===== config.mk =====
export PLATFORM = sky130hd
export DESIGN_NAME = ic_test_seq
export DESIGN_NICKNAME = d
export VERILOG_FILES = /design/src/rtl/ic_pkg.sv /design/src/rtl/ic_test_seq.sv
export SDC_FILE = /design/constraint.sdc
export NUM_CORES = 1
export LEC_CHECK = 0
export ABC_AREA = 1
export BUFFER_PORTS_ARGS = -buffer_cell sky130_fd_sc_hd__buf_4
export CORE_AREA = 4 4 41 43
export CTS_BUF_LIST = sky130_fd_sc_hd__clkbuf_4
export DETAILED_ROUTE_END_ITERATION = 7
export DIE_AREA = 0 0 45 47
export PLACE_DENSITY = 0.73
export SKIP_CTS_REPAIR_TIMING = 1
export SLEW_MARGIN = 5
export SYNTH_ARGS = -nofsm -noshare
export SYNTH_HDL_FRONTEND = slang
export SYNTH_SLANG_ARGS = --single-unit
export TNS_END_PERCENT = 10

===== constraint.sdc =====
create_clock -name clk -period 1.6 [get_ports clk]
set_clock_uncertainty 0.15 [all_clocks]
set_input_delay 0.16 -clock clk [delete_from_list [all_inputs] [get_ports clk]]
set_output_delay 0.16 -clock clk [all_outputs]
set_load 0.02 [all_outputs]

===== src/rtl/ic_pkg.sv =====
package ic_pkg;

    // Dual-rail verdict: t carries "all rules hold", f carries "some rule broke".
    typedef struct packed {
        logic t;
        logic f;
    } rail_t;

    localparam rail_t RAIL_PASS = '{t: 1'b1, f: 1'b0};
    localparam rail_t RAIL_VIOL = '{t: 1'b0, f: 1'b1};

    typedef enum logic [1:0] {
        SQ_IDLE = 2'd0,
        SQ_RUN  = 2'd1,
        SQ_DONE = 2'd2
    } seq_state_e;

    // Dual-rail AND: pass only when both pass; fail when either fails.
    function automatic rail_t rail_and(input rail_t a, input rail_t b);
        rail_t z;
        z.t = a.t & b.t;
        z.f = a.f | b.f;
        return z;
    endfunction

endpackage


===== src/rtl/ic_test_seq.sv =====
module ic_test_seq
    import ic_pkg::*;
#(
    parameter int unsigned IN_W  = 8,
    parameter int unsigned OUT_W = 8,
    parameter int unsigned N_AST = 4,
    parameter logic [N_AST*IN_W-1:0] ANT_CARE = '0,
    parameter logic [N_AST*IN_W-1:0] ANT_PAT  = '0,
    parameter logic [N_AST*8-1:0]    OUT_SEL  = '0,
    parameter logic [N_AST-1:0]      CONS_POL = '0
) (
    input  logic             clk,
    input  logic             rst,
    input  logic             test_start,
    input  logic [N_AST-1:0] hit_vec,
    input  rail_t            verdict,
    output logic             busy,
    output logic             done,
    output logic             fail,
    output logic [IN_W-1:0]  force_in,
    output logic [OUT_W-1:0] force_out
);

    localparam int unsigned IDX_W = (N_AST > 1) ? $clog2(N_AST) : 1;
    localparam logic [IDX_W-1:0] LAST = IDX_W'(N_AST - 1);

    seq_state_e       state;
    logic [IDX_W-1:0] idx;
    logic             step_bad;

    // Forced vectors: chosen rule's pattern on the inputs, its output inverted,
    // and other outputs set so that rules sharing the input satisfy theirs.
    always_comb begin
        force_in  = '0;
        force_out = '0;
        for (int j = 0; j < N_AST; j++) begin
            if (IDX_W'(j) == idx) begin
                force_in = ANT_PAT[j*IN_W +: IN_W] & ANT_CARE[j*IN_W +: IN_W];
            end
        end
        for (int j = 0; j < N_AST; j++) begin
            if (IDX_W'(j) != idx &&
                (((force_in ^ ANT_PAT[j*IN_W +: IN_W]) & ANT_CARE[j*IN_W +: IN_W]) == '0)) begin
                for (int b = 0; b < OUT_W; b++) begin
                    if (OUT_SEL[j*8 +: 8] == 8'(b)) force_out[b] = force_out[b] | CONS_POL[j];
                end
            end
        end
        for (int j = 0; j < N_AST; j++) begin
            if (IDX_W'(j) == idx) begin
                for (int b = 0; b < OUT_W; b++) begin
                    if (OUT_SEL[j*8 +: 8] == 8'(b)) force_out[b] = ~CONS_POL[j];
                end
            end
        end
    end

    always_comb begin
        step_bad = (hit_vec != (N_AST'(1) << idx)) || (verdict != RAIL_VIOL);
    end

    always_ff @(posedge clk) begin
        if (rst) begin
            state <= SQ_IDLE;
            idx   <= '0;
            fail  <= 1'b0;
        end else begin
            unique case (state)
                SQ_RUN: begin
                    if (step_bad) fail <= 1'b1;
                    if (idx == LAST) state <= SQ_DONE;
                    else             idx   <= idx + 1'b1;
                end
                default: begin
                    if (test_start) begin
                        state <= SQ_RUN;
                        idx   <= '0;
                        fail  <= 1'b0;
                    end
                end
            endcase
        end
    end

    assign busy = (state == SQ_RUN);
    assign done = (state == SQ_DONE);

    AST_START_IDLE: assert property (@(posedge clk) disable iff (rst)
        test_start && !busy |=> busy) else $error("start not accepted");
    AST_BUSY_DONE_EXCL: assert property (@(posedge clk) disable iff (rst)
        !(busy && done)) else $error("busy and done together");
    AST_RUN_ENDS: assert property (@(posedge clk) disable iff (rst)
        busy && idx == LAST |=> done && !busy) else $error("run did not end");

endmodule


==> impl_metrics.json <==
{
  "dp.cells": 101,
  "grt_usage_pct": 7.504,
  "placeableCoreArea_um2": 1301,
  "synthToLayoutAreaGrowth_pct": 17.49,
  "drt_iter0_drc": 2,
  "pwr_density_cell_nw_per_um2": 707.3,
  "crit_path_start_kind": "register",
  "overflow": 0,
  "yosys.cell_count.top_type": "buf_4",
  "internal-power_w": 0.0002854,
  "pin_count": 28,
  "synth_compound_area_share_pct": 8.374,
  "ys_ff_latch": 5,
  "final_hold_viol_count": 0,
  "drcViolationCount": 0,
  "dieArea_um2": 2115,
  "synth_edf_count": 0,
  "die_h_um": 47,
  "grt_use_met2_pct": 13.84,
  "fillers": 141,
  "synth_top_family_by_area": "buffers and inverters",
  "clock_latency_ns": 0.23,
  "num_vias": 411,
  "rows": 13,
  "synthFlopType": "dfxtp_1",
  "p_clk_share_pct": 38.4,
  "cts_tree": "built",
  "min_from": "test_start",
  "run_status": "complete, no violations",
  "p_leak_nw": 0.3276,
  "fin_crit_ns": 1.497,
  "drive_above_1_share_pct": 30.77,
  "synth_area_leaders": "buf_4 (22%), dfxtp_1 (20%), ha_1 (12%)",
  "yosysUniqueCellTypes": 16,
  "syn-mean-instance-area_um2": 6.773,
  "ant_nets": 0,
  "yosys-mux-area-fraction_pct": 0,
  "combinationalPowerShare_pct": 28.5,
  "critPathMaxFanout": 5,
  "die_w_um": 45,
  "cts.path.max_buffers": 2,
  "critPathSlowestCell": "dfxtp_1",
  "max_cap_violations": 0,
  "busiest_layer": "met2",
  "yosys.area.top_type": "buf_4",
  "swShare_pct": 32.39,
  "yosysTopAreaCellShare_pct": 22.17,
  "setup_viol": 0,
  "power_frac_seq_pct": 33.2,
  "power_switching_w": 0.0001367,
  "first_pass_iters": 3,
  "wl_per_cell_um": 7.509,
  "hpwl_um": 709.8,
  "min_period_over_period_pct": 93.56,
  "vdd_drop_max_uv": 374.2,
  "path_cells": "ha_1, inv_2, nand2_1, buf_4",
  "grt_pass1_vias": 325,
  "cts_buffers": 3,
  "layout.cells.non_filler": 106,
  "synth-simple-area-share_pct": 25.62,
  "synthAdderAreaFrac_pct": 12.32,
  "rsz0062_at_grt": "no",
  "fin_tns_setup_ns": 0,
  "seq_area_frac_synth_pct": 19.70,
  "wl_um": 796,
  "cts.sinks": 5,
  "worstReg2RegStart": "idx[1]",
  "syn_inst": 75,
  "yosysWarnings": 0,
  "crit_type": "reg -> out",
  "syn_area_um2": 508.0,
  "clk_pin_slew_ns": 0.05,
  "slew_violations": 0,
  "critPathMaxStageDelay_ns": 0.40,
  "hold_path_class": "in -> reg",
  "cp.required_ns": 1.29,
  "nets": 106,
  "n_antenna_cell": 0,
  "max_freq_mhz": 668.0,
  "grt_use_met3_pct": 1.149,
  "cp-end-kind": "primary output",
  "antenna_found_initial": 0,
  "htree_levels": 1,
  "synth_common_cells": "buf_4 (15), nand2_1 (14), inv_1 (10)",
  "async_reset_ff_share_pct": 0,
  "synth_xor_area_share_pct": 0,
  "totalPowerFinal_w": 0.0004221,
  "initial_core_util_pct": 39.04,
  "startpoint": "idx[1]",
  "drt-vias-per-instance": 3.877,
  "grt_pass1_wl_um": 1152,
  "portBuffers": 12,
  "routabilityCongestion": 0.7313,
  "grt_util_met1_pct": 7.727,
  "cts_root_buf": "clkbuf_4",
  "grt_start_max_net_pins": 6,
  "arrival_ns": 1.19
}
[metal layers]
layer	wire (um)	share of wire (%)	vias to the layer above
li1	-	-	220
met2	394	49	18
met5	0	0	-
met4	0	0	0
met1	311	39	173
met3	90	11	0
[power groups by stage]
stage	logic, W	registers (W)	clock network, W
after detailed placement	0.000119	0.000142	0
after global placement	0.000117	0.000142	0
after global routing	0.000136	0.000141	0.000174
after floorplan	0.000113	0.000143	0
final	0.000120	0.000140	0.000162
after CTS	0.000119	0.000140	0.000166
[final cells by class]
type                            count  area (um^2)  area share [%]
Multi-Input combinational cell     54        291.5           48.85
Tap cell                           15        18.77           3.145
Inverter                           15        56.30           9.434
Clock buffer                        4        30.03           5.031
Sequential cell                     5        100.1           16.77
Timing Repair Buffer               13        100.1           16.77
[sequential cells by signal (all words and copies together) (netlist names)]
signal,cells
idx,2
state,2
fail,1
[cells in the final DEF (no fill, tap or decap), drive strengths merged]
master       instances
nand3                2
buf                 12
inv                 15
nand2               16
a21oi                4
conb                15
clkbuf               4
dlygate4sd3          1
dfxtp                5
o21bai               1
ha                   5
a211oi               1
nor2                10
[worst max-delay path: cells and delay by family, from the launching register on]
| family | cells | cell delay (ns) |
|---|---|---|
| flops | 1 | 0.40 |
| fa+ha+maj | 1 | 0.29 |
| simple gates | 1 | 0.06 |
| buf+inv | 2 | 0.20 |
[final timing paths]
check / to / slack (ns) / cells after the start
max: force_out[0] / 0.10 / 4
min: state[1] / 0.05 / 4
max reg2reg: fail / 0.18 / 8
min reg2reg: fail / 0.32 / 2
[logic make-up (layout without fill, tap and decap cells)]
logic type / count (synthesis) / in the layout
AOI/OAI and AO/OA: 6 / 6
adders and majority gates: 5 / 5
buffers and inverters: 30 / 32
DFF: 5 / 5
other: 1 / 15
and+or+nand+nor: 28 / 28
[through the flow]
step           instance area [um^2]  util (%)  hold WS (ns)  setup slack [ns]
2_1_floorplan                 560.5         -       0.07244            0.3192
3_3_place_gp                  556.8     42.79        0.2088            0.2235
3_5_place_dp                  556.8     42.79        0.2121            0.1790
4_1_cts                       586.8     45.10      -0.03692           0.07748
5_1_grt                       596.8     45.87       0.07378           0.02336
6_report                      596.8     45.87       0.05284            0.1031
Note: power is estimated with default switching activity, not from simulation.
